--- src/rtl/serial_audio_rx_pkg.sv ---
package serial_audio_rx_pkg;

  // Strobes sent from the framing control to the sample datapath, valid in one cycle
  typedef struct packed {
    logic sdBit;        // serial data bit taken at this bit-clock rise
    logic shiftEn;      // the bit belongs to the word window
    logic wordDone;     // a half-frame ended at this rise
    logic captureLeft;  // the ended half was a matching left half
    logic publish;      // deliver the pending left word and this right word
    logic clearOut;     // framing broke: silence the outputs
  } rxStrobe_t;

  localparam logic [1:0] FMT_I2S = 2'b00;

  function automatic logic [4:0] wordBits(input logic [1:0] lenCode);
    case (lenCode)
      2'b00:   return 5'd16;
      2'b01:   return 5'd18;
      default: return 5'd20;
    endcase
  endfunction

endpackage

--- src/rtl/serial_audio_rx_ctrl.sv ---
module serial_audio_rx_ctrl
  import serial_audio_rx_pkg::*;
#(
  parameter int CNT_W       = 7,
  parameter int LOCK_HALVES = 4
) (
  input  logic       clk,
  input  logic       rstN,
  input  logic       bitClk,
  input  logic       frameSync,
  input  logic       serData,
  input  logic [1:0] fmtSel,
  input  logic [1:0] lenSel,
  output rxStrobe_t  strobe,
  output logic       locked
);
  localparam logic [CNT_W-1:0] CNT_MAX = '1;
  localparam int MATCH_W = $clog2(LOCK_HALVES + 1);
  localparam logic [MATCH_W-1:0] LOCK_AT   = MATCH_W'(LOCK_HALVES - 1);
  localparam logic [MATCH_W-1:0] MATCH_TOP = MATCH_W'(LOCK_HALVES);

  logic clkQ, clkQ2, fsQ, sdQ;
  logic started, lrPrev, effPrev, havePrev, pendValid;
  logic [CNT_W-1:0] bitCnt, prevLen;
  logic [MATCH_W-1:0] matchCnt;

  logic rise, isI2s, isLsb, leftLevel, eff, boundary, good, endedLeft, timeout;
  logic [CNT_W-1:0] idx, wordLen;

  always_comb begin
    rise      = clkQ & ~clkQ2;
    isI2s     = (fmtSel == FMT_I2S);
    isLsb     = fmtSel[1];
    leftLevel = ~isI2s;
    // I2S frames are realigned by delaying frame sync one bit period
    eff       = isI2s ? lrPrev : fsQ;
    boundary  = rise && started && (eff != effPrev);
    idx       = boundary ? '0 : bitCnt;
    wordLen   = CNT_W'(wordBits(lenSel));
    good      = havePrev && (bitCnt == prevLen) && (bitCnt >= wordLen);
    endedLeft = (effPrev == leftLevel);
    timeout   = rise && started && !boundary && (bitCnt == CNT_MAX);

    strobe.sdBit       = sdQ;
    strobe.shiftEn     = rise && started && (isLsb || (idx < wordLen));
    strobe.wordDone    = boundary;
    strobe.captureLeft = boundary && good && endedLeft;
    strobe.publish     = boundary && good && !endedLeft && pendValid &&
                         (locked || (matchCnt == LOCK_AT));
    strobe.clearOut    = (boundary && !good) || timeout;
  end

  always_ff @(posedge clk or negedge rstN) begin
    if (!rstN) begin
      clkQ <= 1'b0; clkQ2 <= 1'b0; fsQ <= 1'b0; sdQ <= 1'b0;
      started <= 1'b0; lrPrev <= 1'b0; effPrev <= 1'b0;
      havePrev <= 1'b0; pendValid <= 1'b0; locked <= 1'b0;
      bitCnt <= '0; prevLen <= '0; matchCnt <= '0;
    end else begin
      clkQ  <= bitClk;
      clkQ2 <= clkQ;
      fsQ   <= frameSync;
      sdQ   <= serData;
      if (rise) begin
        if (!started) begin
          started <= 1'b1;
          lrPrev  <= fsQ;
          effPrev <= fsQ;
          bitCnt  <= CNT_W'(1);
        end else begin
          lrPrev  <= fsQ;
          effPrev <= eff;
          if (boundary) begin
            bitCnt   <= CNT_W'(1);
            prevLen  <= bitCnt;
            havePrev <= 1'b1;
            if (good) begin
              if (matchCnt != MATCH_TOP) matchCnt <= matchCnt + 1'b1;
              if (matchCnt == LOCK_AT) locked <= 1'b1;
              pendValid <= endedLeft;
            end else begin
              matchCnt  <= '0;
              locked    <= 1'b0;
              pendValid <= 1'b0;
            end
          end else if (bitCnt == CNT_MAX) begin
            matchCnt  <= '0;
            locked    <= 1'b0;
            pendValid <= 1'b0;
          end else begin
            bitCnt <= bitCnt + 1'b1;
          end
        end
      end
    end
  end

endmodule

--- src/rtl/serial_audio_rx_dp.sv ---
module serial_audio_rx_dp
  import serial_audio_rx_pkg::*;
#(
  parameter int OUT_W = 20
) (
  input  logic             clk,
  input  logic             rstN,
  input  logic [1:0]       lenSel,
  input  rxStrobe_t        strobe,
  output logic [OUT_W-1:0] leftOut,
  output logic [OUT_W-1:0] rightOut,
  output logic             sampleValid
);
  logic [OUT_W-1:0] shiftReg, pendLeft, aligned;

  // Shifting by OUT_W-N drops stale bits above the word and zero-fills below it
  always_comb aligned = shiftReg << (OUT_W - int'(wordBits(lenSel)));

  always_ff @(posedge clk or negedge rstN) begin
    if (!rstN) begin
      shiftReg    <= '0;
      pendLeft    <= '0;
      leftOut     <= '0;
      rightOut    <= '0;
      sampleValid <= 1'b0;
    end else begin
      sampleValid <= strobe.publish;
      if (strobe.wordDone) begin
        if (strobe.captureLeft) pendLeft <= aligned;
        if (strobe.publish) begin
          leftOut  <= pendLeft;
          rightOut <= aligned;
        end
        shiftReg <= OUT_W'(strobe.sdBit);
      end else if (strobe.shiftEn) begin
        shiftReg <= {shiftReg[OUT_W-2:0], strobe.sdBit};
      end
      if (strobe.clearOut) begin
        leftOut  <= '0;
        rightOut <= '0;
      end
    end
  end

endmodule

--- src/rtl/serial_audio_rx.sv ---
module serial_audio_rx
  import serial_audio_rx_pkg::*;
#(
  parameter int OUT_W       = 20,
  parameter int CNT_W       = 7,
  parameter int LOCK_HALVES = 4
) (
  input  logic             clk,
  input  logic             rstN,
  input  logic             bitClk,
  input  logic             frameSync,
  input  logic             serData,
  input  logic [1:0]       fmtSel,
  input  logic [1:0]       lenSel,
  output logic [OUT_W-1:0] leftOut,
  output logic [OUT_W-1:0] rightOut,
  output logic             sampleValid,
  output logic             locked
);
  rxStrobe_t strobe;

  serial_audio_rx_ctrl #(.CNT_W(CNT_W), .LOCK_HALVES(LOCK_HALVES)) u_ctrl (
    .clk(clk), .rstN(rstN), .bitClk(bitClk), .frameSync(frameSync),
    .serData(serData), .fmtSel(fmtSel), .lenSel(lenSel),
    .strobe(strobe), .locked(locked)
  );

  serial_audio_rx_dp #(.OUT_W(OUT_W)) u_dp (
    .clk(clk), .rstN(rstN), .lenSel(lenSel), .strobe(strobe),
    .leftOut(leftOut), .rightOut(rightOut), .sampleValid(sampleValid)
  );

endmodule

--- config.mk ---
export PLATFORM = sky130hd
export DESIGN_NAME = serial_audio_rx
export DESIGN_NICKNAME = d
export VERILOG_FILES = /design/src/rtl/serial_audio_rx_pkg.sv /design/src/rtl/serial_audio_rx_ctrl.sv /design/src/rtl/serial_audio_rx_dp.sv /design/src/rtl/serial_audio_rx.sv
export SDC_FILE = /design/constraint.sdc
export NUM_CORES = 1
export LEC_CHECK = 0
export ABC_AREA = 1
export BUFFER_PORTS_ARGS = -buffer_cell sky130_fd_sc_hd__buf_2
export CAP_MARGIN = 25
export CELL_PAD_IN_SITES_DETAIL_PLACEMENT = 0
export CELL_PAD_IN_SITES_GLOBAL_PLACEMENT = 1
export CORE_MARGIN = 8
export CORE_UTILIZATION = 48
export DETAILED_ROUTE_END_ITERATION = 6
export PLACE_DENSITY = 0.82
export SLEW_MARGIN = 20
export SYNTH_ARGS = -nofsm -noshare
export SYNTH_HDL_FRONTEND = slang
export SYNTH_SLANG_ARGS = --single-unit
--- constraint.sdc ---
create_clock -name clk -period 4 [get_ports clk]
set_input_delay 0.8 -clock clk [delete_from_list [all_inputs] [get_ports clk]]
set_output_delay 0.8 -clock clk [all_outputs]
set_load 0.005 [all_outputs]
==> impl_metrics.csv, run 1 <==
group,metric,value,unit
status,status,"finished, final reports clean",
final_layout,syn_to_final_growth,9.31,%
pwr,pwr_density_cell,416,nW/um^2
clock_tree,clk_pin_slew,0.09,ns
placed_design,dpl-instance-area,5480,sq um
clock_tree,cts_tree,"done",
die,io_pins,51,
timing,hold-worst-slack,0.386,ns
placed_design,place.gp.congestion,0.797,
die,row_count,38,
global_routing,grt_pass1_wl,21000,um
timing,setup_violations,0,
yosys,syn-num-nets,655,
final_layout,layout.cells.non_filler,808,
pwr,leakage,3.13,nW
detailed_routing,post-route-drc-count,0,
placed_design,dp.cells,792,
timing,fin_crit,2.98,ns
detailed_routing,wl_per_cell,15.5,um
timing,finalCritPeriodShare,74.5,%
placed_design,place_ws,0.656,ns
setup_path,reg2reg_slack,1.23,ns
die,die_area,14500,sq um
global_routing,grt_pass1_vias,4190,
pwr,seq_power_share,52.3,%
setup_path,path_delay_family,"simple AND/OR/NAND/NOR gates",
pwr,intPower,1.67,mW
placed_design,port-buffer-count,50,
setup_path,arrival,3.23,ns
pwr,peakVddDrop,0.211,mV
setup_path,critPathSlowestCell,"nand3_1",
hold_path,hold_path_class,"flip-flop to flip-flop",
setup_path,reg2reg_depth,7,
final_layout,mostFrequentLayoutCell,"nand2_1",
detailed_routing,firstDrtPassIters,5,
die,die_y,121,um
final_layout,seq_area,2700,sq um
clock_tree,cts_resized,0,
pwr,clockPowerShare,31.0,%
setup_path,cp_common_cell,"nand2_1",
setup_path,cp-end-kind,"flip-flop",
clock_tree,postCtsSetupBuffers,0,
setup_path,r2r_end,"u_dp.pendLeft[10]$_DFFE_PN0P_",
die,die_w,121,um
final_layout,layout_common_cells,"195 x nand2_1, 108 x dfrtp_1, 74 x nand3_1, 69 x nand4_1, 49 x buf_2",
final_layout,design_area,5730,sq um
pwr,p_comb_share,16.7,%
final_layout,n_antenna_cell,0,
final_layout,nets,680,
clock_tree,root_buffer,"clkbuf_8",
yosys,ys_types,24,
timing,worstMarginPinSlew,0.812,ns
clock_tree,cts_num_sinks,108,
setup_path,crit-reg2reg-launch,"u_ctrl.clkQ2$_DFF_PN0_",
setup_path,path_class,"input pin to flip-flop",
die,core-area,10700,sq um
setup_path,worst_setup_path_start_kind,"input pin",
setup_path,crit_chain,"buf_2 -> nor2_1 -> nand2_1 -> nand3_1 -> nand2_1 -> nor2_4 -> buf_4 -> nand3_1 -> nand2_1 -> nand2_1",
global_routing,grt-ovfl-total,0,
clock_tree,ctsHoldBuffers,0,
clock_tree,clk_latency,0.37,ns
timing,fmax,0.336,GHz
final_layout,nFillCells,1080,
detailed_routing,postRouteAntennaNets,0,
global_routing,grtUsageTotal,17.8,%
yosys,ys_ff_latch,108,
pwr,power.total,2.38,mW
clock_tree,cts_buffer_depth,2,
setup_path,crit_fanout,82,
final_layout,drive_above_1_share,12.9,%
die,initial_core_util,48.8,%
timing,fin_tns_setup,0,ns
timing,maxSlewHeadroom,45.9,%
yosys,synth-seq-area-share,51.5,%
pwr,switching_power,0.709,mW
yosys,netlist_area,5240,sq um
setup_path,required,4.25,ns
clock_tree,cts_buffers,9,
global_routing,grt_antenna_before_repair,0,
hold_path,min_path_cells,0,
timing,fin_skew,0.00717,ns
yosys,syn_avg_cell_area,8.21,sq um
detailed_routing,first_iter_violations,416,
detailed_routing,vias,4441,
flow_run,cap_violations,0,
yosys,netlist_instances,639,
final_layout,final_util,53.3,%
hold_path,hold_end,"u_ctrl.clkQ2$_DFF_PN0_",
timing,drv_slew,0,
global_routing,grt_max_degree,83,
setup_path,critPathMaxStageDelay,0.73,ns
yosys,yosys_warnings,0,
detailed_routing,vias_per_cell,5.50,
detailed_routing,routed_wl,12600,um
clock_tree,h-tree-depth,3,
timing,setup_ws,1.02,ns
setup_path,worst-path-buf-inv,2,
final_layout,multi_input_area,2120,sq um
placed_design,dp_hpwl,8840,um
timing,hold_viol_final,0,
hold_path,hold_start,"u_ctrl.clkQ$_DFF_PN0_",
timing,rsz0062_at_grt,"no",
pwr,swShare,29.8,%
==> flip-flops by register name, indices dropped and copies added, names as in the netlist <==
name	flops
u_ctrl.lrPrev	1
u_ctrl.fsQ	1
u_dp.sampleValid	1
u_ctrl.started	1
u_ctrl.clkQ2	1
u_ctrl.effPrev	1
u_dp.leftOut	20
u_dp.shiftReg	20
u_ctrl.bitCnt	7
u_ctrl.havePrev	1
u_dp.rightOut	20
u_ctrl.sdQ	1
u_ctrl.pendValid	1
u_ctrl.prevLen	7
u_ctrl.matchCnt	3
u_dp.pendLeft	20
u_ctrl.locked	1
u_ctrl.clkQ	1
==> worst max path at each step <==
stage	start	endpoint	slack, ns	depth (start not counted)
after floorplan	fmtSel[1]	u_dp.shiftReg[10]$_DFFE_PN0P_	1.38	17
after global placement	lenSel[1]	u_dp.pendLeft[2]$_DFFE_PN0P_	0.75	13
after detailed placement	lenSel[1]	u_dp.pendLeft[10]$_DFFE_PN0P_	0.66	13
after CTS	lenSel[1]	u_dp.pendLeft[10]$_DFFE_PN0P_	1.06	13
after global routing	fmtSel[1]	u_dp.pendLeft[10]$_DFFE_PN0P_	0.67	12
final	fmtSel[1]	u_dp.pendLeft[10]$_DFFE_PN0P_	1.02	10
==> logic make-up (layout without fill, tap and decap cells) <==
logic type               count (synthesis)  in the layout  share of synthesized area (%)
flip-flops                             108            108                           51.5
AO/OA/AOI/OAI                           46             46                           4.99
AND/OR/NAND/NOR                        390            390                           33.7
adder cells (fa/ha/maj)                  7              7                           1.67
buffers and inverters                   88            117                           8.09
==> area by class of cell <==
| type | instances | area share [%] |
|---|---|---|
| Multi-Input combinational cell | 443 | 37.1 |
| Clock buffer | 11 | 2.64 |
| Sequential cell | 108 | 47.2 |
| Timing Repair Buffer | 60 | 6.07 |
| Clock inverter | 4 | 1.27 |
| Inverter | 42 | 2.75 |
| Tap cell | 140 | 3.06 |
==> layer usage <==
metal	routed length, um	track usage [%]	share of wire [%]
met1	5950	24.8	47
met5	0	0	0
met4	234	7.10	1.9
met3	605	2.94	4.8
met2	5760	27.0	46
==> cells in the mapped netlist <==
master / instances / area, sq um
ha_1: 7 / 87.6
buf_2: 21 / 105
inv_2: 3 / 11.3
buf_1: 1 / 3.75
nor2_2: 2 / 12.5
o21bai_1: 2 / 15.0
o21ai_0: 18 / 90.1
nand3_1: 74 / 370
nor3_1: 15 / 75.1
inv_1: 39 / 146
dfrtp_1: 108 / 2700
nand4_1: 69 / 432
a21oi_2: 1 / 8.76
buf_4: 2 / 15.0
nor2_1: 30 / 113
clkbuf_1: 14 / 52.6
a21oi_1: 6 / 30.0
buf_6: 8 / 90.1
o21ai_1: 1 / 5.00
and2_4: 1 / 8.76
nand2_1: 195 / 732
and2_1: 1 / 6.26
o22ai_1: 18 / 113
or2_2: 3 / 18.8
==> power by group through the flow <==
| stage | Clock [mW] | Combinational (mW) | Sequential, mW |
|---|---|---|---|
| 2_1_floorplan | 0 | 0.338 | 1.23 |
| 3_3_place_gp | 0 | 0.388 | 1.26 |
| 3_5_place_dp | 0 | 0.398 | 1.27 |
| 4_1_cts | 0.759 | 0.400 | 1.24 |
| 5_1_grt | 0.800 | 0.467 | 1.26 |
| 6_report | 0.739 | 0.398 | 1.25 |
(Power assumes the default switching activity.)
==> inputs of run 2 (changes only) <==
- CORE_UTILIZATION: 48 -> 44
- PLACE_DENSITY: 0.82 -> 0.76
- clock period: 4 -> 2.95 ns (I/O delays scaled with it)
==> run 2 against run 1 <==
Compared with the run above:
- final area is 2.0% higher
- critical path type unchanged
- global-route usage is 0.32 points lower
- hold slack worse by 0.21 ns
- flip-flop and latch count stayed put
- largest power group unchanged
- routed wire length is 4.3% higher
- combinational power is 42% higher
- power is 43% higher
==> impl_metrics.csv, run 2 (synthesis results as in run 1) <==
group,metric,value,unit
detailed_routing,firstDrtPassIters,5,
pwr,seq_power_share,49.7,%
clock_tree,clk_pin_slew,0.08,ns
pwr,intPower,2.34,mW
final_layout,drive_above_1_share,13.8,%
clock_tree,clk_latency,0.35,ns
timing,maxSlewHeadroom,69.1,%
die,core-area,11800,sq um
die,io_pins,51,
pwr,clockPowerShare,33.7,%
clock_tree,cts_tree,"done",
detailed_routing,vias_per_cell,5.39,
timing,rsz0062_at_grt,"no",
die,row_count,40,
timing,fin_tns_setup,0,ns
setup_path,required,3.25,ns
timing,setup_violations,0,
final_layout,nets,687,
placed_design,place.gp.congestion,0.839,
status,status,"finished, final reports clean",
timing,fmax,0.450,GHz
pwr,pwr_density_cell,583,nW/um^2
pwr,swShare,31.2,%
detailed_routing,first_iter_violations,380,
hold_path,hold_path_class,"input pin to asynchronous set/reset pin",
timing,worstMarginPinSlew,0.463,ns
timing,fin_crit,2.22,ns
detailed_routing,post-route-drc-count,0,
setup_path,arrival,2.52,ns
clock_tree,root_buffer,"clkbuf_16",
global_routing,grt_antenna_before_repair,0,
timing,hold_viol_final,0,
pwr,switching_power,1.06,mW
detailed_routing,routed_wl,13100,um
global_routing,grt-ovfl-total,0,
detailed_routing,postRouteAntennaNets,0,
clock_tree,cts_buffers,9,
final_layout,layout_common_cells,"195 x nand2_1, 108 x dfrtp_1, 74 x nand3_1, 69 x nand4_1, 49 x buf_2",
timing,setup_ws,0.730,ns
clock_tree,postCtsSetupBuffers,0,
timing,fin_skew,0.00894,ns
setup_path,cp-end-kind,"flip-flop",
detailed_routing,wl_per_cell,15.9,um
final_layout,n_antenna_cell,0,
detailed_routing,vias,4433,
placed_design,port-buffer-count,50,
die,die_w,125,um
final_layout,nFillCells,1165,
placed_design,dp_hpwl,8960,um
timing,finalCritPeriodShare,75.2,%
setup_path,worst_setup_path_start_kind,"input pin",
die,die_y,125,um
global_routing,grt_pass1_vias,4342,
pwr,peakVddDrop,0.294,mV
pwr,leakage,3.20,nW
flow_run,cap_violations,0,
pwr,p_comb_share,16.6,%
final_layout,syn_to_final_growth,11.5,%
clock_tree,h-tree-depth,3,
global_routing,grt_max_degree,79,
clock_tree,cts_num_sinks,108,
placed_design,place_ws,0.362,ns
clock_tree,ctsHoldBuffers,0,
die,die_area,15700,sq um
clock_tree,cts_buffer_depth,2,
final_layout,mostFrequentLayoutCell,"nand2_1",
setup_path,path_class,"input pin to flip-flop",
die,initial_core_util,44.4,%
setup_path,crit_fanout,20,
timing,drv_slew,0,
global_routing,grt_pass1_wl,22500,um
global_routing,grtUsageTotal,17.4,%
clock_tree,cts_resized,0,
==> run 2: cell count changes in the layout (fill, tap and decap cells not counted), moves of 2 or more <==
cell / previous run / this run
clkbuf_8: 11 / 0
clkbuf_16: 0 / 9
buf_4: 10 / 16
inv_6: 0 / 3
buf_12: 0 / 2
bufinv_16: 2 / 0
==> run 2: worst paths after layout <==
| path | from | to | slack (ns) | cells past startpoint |
|---|---|---|---|---|
| worst min register to register | u_ctrl.clkQ$_DFF_PN0_ | u_ctrl.clkQ2$_DFF_PN0_ | 0.38 | 0 |
| worst max register to register | u_ctrl.clkQ2$_DFF_PN0_ | u_dp.shiftReg[19]$_DFFE_PN0P_ | 0.74 | 16 |
| max in group asynchronous | rstN | u_dp.rightOut[10]$_DFFE_PN0P_ | 2.01 | 2 |
| worst min-delay path | rstN | u_dp.leftOut[14]$_DFFE_PN0P_ | 0.17 | 1 |
| worst max-delay path | fmtSel[1] | u_dp.shiftReg[19]$_DFFE_PN0P_ | 0.73 | 19 |
| min in group clk | serData | u_ctrl.sdQ$_DFF_PN0_ | 0.34 | 1 |
==> run 2: cell type report <==
class	instances	area [sq um]	share of cell area, %
Timing Repair Buffer	67	405	6.93
Clock inverter	6	47.5	0.813
Clock buffer	9	225	3.85
Sequential cell	108	2700	46.2
Inverter	42	158	2.70
Multi-Input combinational cell	443	2120	36.3
Tap cell	147	184	3.15
==> run 2: power groups by stage <==
stage                     Clock, mW  Combinational (mW)  Sequential, mW
after global placement            0               0.557            1.72
after CTS                      1.19               0.570            1.69
after floorplan                   0               0.458            1.67
after detailed placement          0               0.569            1.72
final                          1.15               0.565            1.69
after global routing           1.24               0.653            1.71
==> run 2: per-layer routing <==
| metal | wire length (um) | GRT usage [%] | up-vias | part of all wire [%] |
|---|---|---|---|---|
| met5 | 0 | 0 | - | 0 |
| met4 | 198 | 6.45 | 0 | 1.5 |
| met3 | 553 | 2.97 | 13 | 4.2 |
| met2 | 5840 | 26.3 | 81 | 45 |
| met1 | 6500 | 24.6 | 2122 | 50 |
| li1 | - | - | 2217 | - |
==> run 2: worst max-delay path: stages <==
cell and delay (ns):
buf_2 0.11, nor2_1 0.14, nand2_1 0.10, nand3_1 0.13, nand2_1 0.15, nor2_4 0.12, inv_1 0.06, nand2_1 0.05
inv_1 0.05, ha_1 0.25, o21ai_0 0.07, nand2_1 0.07, nand2_1 0.04, nand2_1 0.08, nand3_1 0.09, nand2_1 0.07
buf_4 0.22, nand2_1 0.09, nand2_1 0.06
==> run 2: metrics by stage <==
step                      util, %  instances  hold slack (ns)  total power [mW]  instance area, sq um
after floorplan                 -        639            0.294              2.13                  5240
after global placement       47.2        807            0.359              2.27                  5570
after detailed placement     47.2        807            0.362              2.29                  5570
after CTS                    49.5        822            0.176              3.45                  5850
after global routing         49.5        822            0.197              3.60                  5850
final                        49.5        822            0.171              3.41                  5850
==> inputs of run 3 (changes only) <==
- CORE_UTILIZATION: 44 -> 40
- PLACE_DENSITY: 0.76 -> 0.73
- clock period: 2.95 -> 1.8 ns (I/O delays scaled with it)
==> run 3 against run 2 <==
Compared with the run above:
- the flow now finishes with violations (negative setup slack)
- via count rose by 7.9%
- routed wire length rose by 8.7%
- first-iteration DRC count fell by 4.7%
==> impl_metrics.csv, run 3 (synthesis results as in run 1) <==
group,metric,value,unit
final_layout,nets,736,
timing,fin_crit,1.96,ns
pwr,clockPowerShare,32.3,%
timing,fin_skew,0.00854,ns
pwr,p_comb_share,23.0,%
clock_tree,cts_num_sinks,108,
die,die_w,130,um
final_layout,nFillCells,1309,
pwr,leakage,3.58,nW
timing,fmax,0.510,GHz
clock_tree,clk_pin_slew,0.07,ns
setup_path,arrival,2.21,ns
setup_path,path_class,"flip-flop to flip-flop",
global_routing,grt_pass1_wl,23100,um
global_routing,grt_antenna_before_repair,0,
detailed_routing,post-route-drc-count,0,
die,io_pins,51,
pwr,switching_power,1.87,mW
timing,hold_viol_final,0,
timing,fin_tns_setup,-8.30,ns
setup_path,path_delay_family,"simple AND/OR/NAND/NOR gates",
die,die_area,17000,sq um
status,status,"finished, violations left",
pwr,peakVddDrop,0.360,mV
setup_path,required,2.05,ns
timing,rsz0062_at_grt,"yes",
detailed_routing,firstDrtPassIters,5,
setup_path,cp_common_cell,"nand2_2",
setup_path,cp-end-kind,"flip-flop",
placed_design,port-buffer-count,50,
final_layout,final_util,52.1,%
flow_run,cap_violations,0,
final_layout,syn_to_final_growth,29.5,%
die,row_count,42,
placed_design,place.gp.congestion,0.819,
final_layout,drive_above_1_share,27.9,%
pwr,swShare,30.4,%
status,violations,"negative setup slack",
hold_path,hold_path_class,"input pin to flip-flop",
final_layout,layout_common_cells,"154 x nand2_1, 108 x dfrtp_1, 69 x nand4_1, 67 x nand3_1, 49 x buf_2",
die,die_y,130,um
timing,hold-worst-slack,0.101,ns
clock_tree,root_buffer,"clkbuf_16",
clock_tree,cts_tree,"done",
detailed_routing,vias,4781,
detailed_routing,postRouteAntennaNets,0,
clock_tree,cts_buffer_depth,2,
global_routing,grt-ovfl-total,0,
detailed_routing,first_iter_violations,362,
timing,drv_slew,0,
detailed_routing,wl_per_cell,15.8,um
final_layout,mostFrequentLayoutCell,"nand2_1",
pwr,power.total,6.16,mW
setup_path,crit_fanout,20,
final_layout,n_antenna_cell,0,
timing,worstMarginPinSlew,0.418,ns
setup_path,critPathSlowestCell,"dfrtp_1",
detailed_routing,routed_wl,14200,um
timing,setup_ws,-0.162,ns
timing,maxSlewHeadroom,72.1,%
setup_path,crit_chain,"nand2_2 -> nand2_2 -> nand2_2 -> nand2_2 -> nor2_4 -> inv_2 -> nand2_1 -> inv_1 -> ha_1 -> o21ai_1 -> nand2_1 -> nand2_1 -> nand2_2 -> nand3_2 -> nand2_2 -> buf_12 -> nand2_1 -> nand2_1",
timing,setup_violations,87,
die,initial_core_util,40.2,%
global_routing,grt_pass1_vias,4537,
setup_path,worst-path-buf-inv,3,
pwr,seq_power_share,44.7,%
setup_path,critPathMaxStageDelay,0.41,ns
global_routing,grtUsageTotal,17.3,%
clock_tree,cts_buffers,9,
detailed_routing,vias_per_cell,5.31,
timing,finalCritPeriodShare,109,%
global_routing,grt_max_degree,50,
pwr,pwr_density_cell,907,nW/um^2
die,core-area,13000,sq um
clock_tree,clk_latency,0.36,ns
setup_path,worst_setup_path_start_kind,"flip-flop",
pwr,intPower,4.29,mW
placed_design,dp_hpwl,9700,um
clock_tree,h-tree-depth,3,
run 3: final timing paths:
| path | slack (ns) | start | cells past startpoint | end |
|---|---|---|---|---|
| max | -0.16 | u_ctrl.lrPrev$_DFFE_PN0N_ | 18 | u_dp.shiftReg[15]$_DFFE_PN0P_ |
| min | 0.10 | serData | 1 | u_ctrl.sdQ$_DFF_PN0_ |
| max reg2reg | -0.16 | u_ctrl.lrPrev$_DFFE_PN0N_ | 18 | u_dp.shiftReg[15]$_DFFE_PN0P_ |
| min reg2reg | 0.40 | u_ctrl.clkQ$_DFF_PN0_ | 0 | u_ctrl.clkQ2$_DFF_PN0_ |
| max in group asynchronous | 0.71 | rstN | 3 | u_ctrl.prevLen[5]$_DFFE_PN0P_ |
| min in group asynchronous | 0.48 | rstN | 2 | u_dp.leftOut[18]$_DFFE_PN0P_ |
run 3: metal layers:
metal | vias to the layer above | GRT usage, % | wire length [um]
met1 | 2343 | 23.0 | 6500
met2 | 102 | 28.1 | 6890
met3 | 14 | 2.72 | 659
met5 | - | 0 | 0
met4 | 0 | 6.28 | 190
li1 | 2322 | - | -
run 3: power by group through the flow:
| stage | Clock, mW | Sequential [mW] | Combinational, mW |
|---|---|---|---|
| 3_5_place_dp | 0 | 2.77 | 1.19 |
| 4_1_cts | 2.04 | 2.72 | 1.26 |
| 3_3_place_gp | 0 | 2.76 | 1.17 |
| 5_1_grt | 2.16 | 2.77 | 1.59 |
| 2_1_floorplan | 0 | 2.74 | 0.775 |
| 6_report | 1.99 | 2.75 | 1.42 |
run 3: layout make-up:
class / count / area [sq um] / share of cell area, %
flip-flops and latches: 108 / 2700 / 39.8
multi-input cells: 443 / 2410 / 35.5
repair buffers: 116 / 981 / 14.4
clock buffers: 9 / 225 / 3.32
well taps: 176 / 220 / 3.24
inverters: 42 / 184 / 2.71
clock inverters: 6 / 65.1 / 0.958
run 3: metrics by stage:
stage                     worst slack, ns  area, sq um  std cells
after floorplan                    -0.160         5340        639
after global placement             -0.393         6020        869
after detailed placement           -0.465         6020        869
after CTS                          -0.156         6440        891
after global routing               -0.365         6790        900
final                              -0.162         6790        900
run 3: timing repair:
action	in CTS	in global routing
hold buffers	1	0
resized for setup	17	70
setup endpoints to repair	82	97
buffers inserted	5	6
pin swaps	3	10
cloned	1	3
hold endpoints to repair	26	0
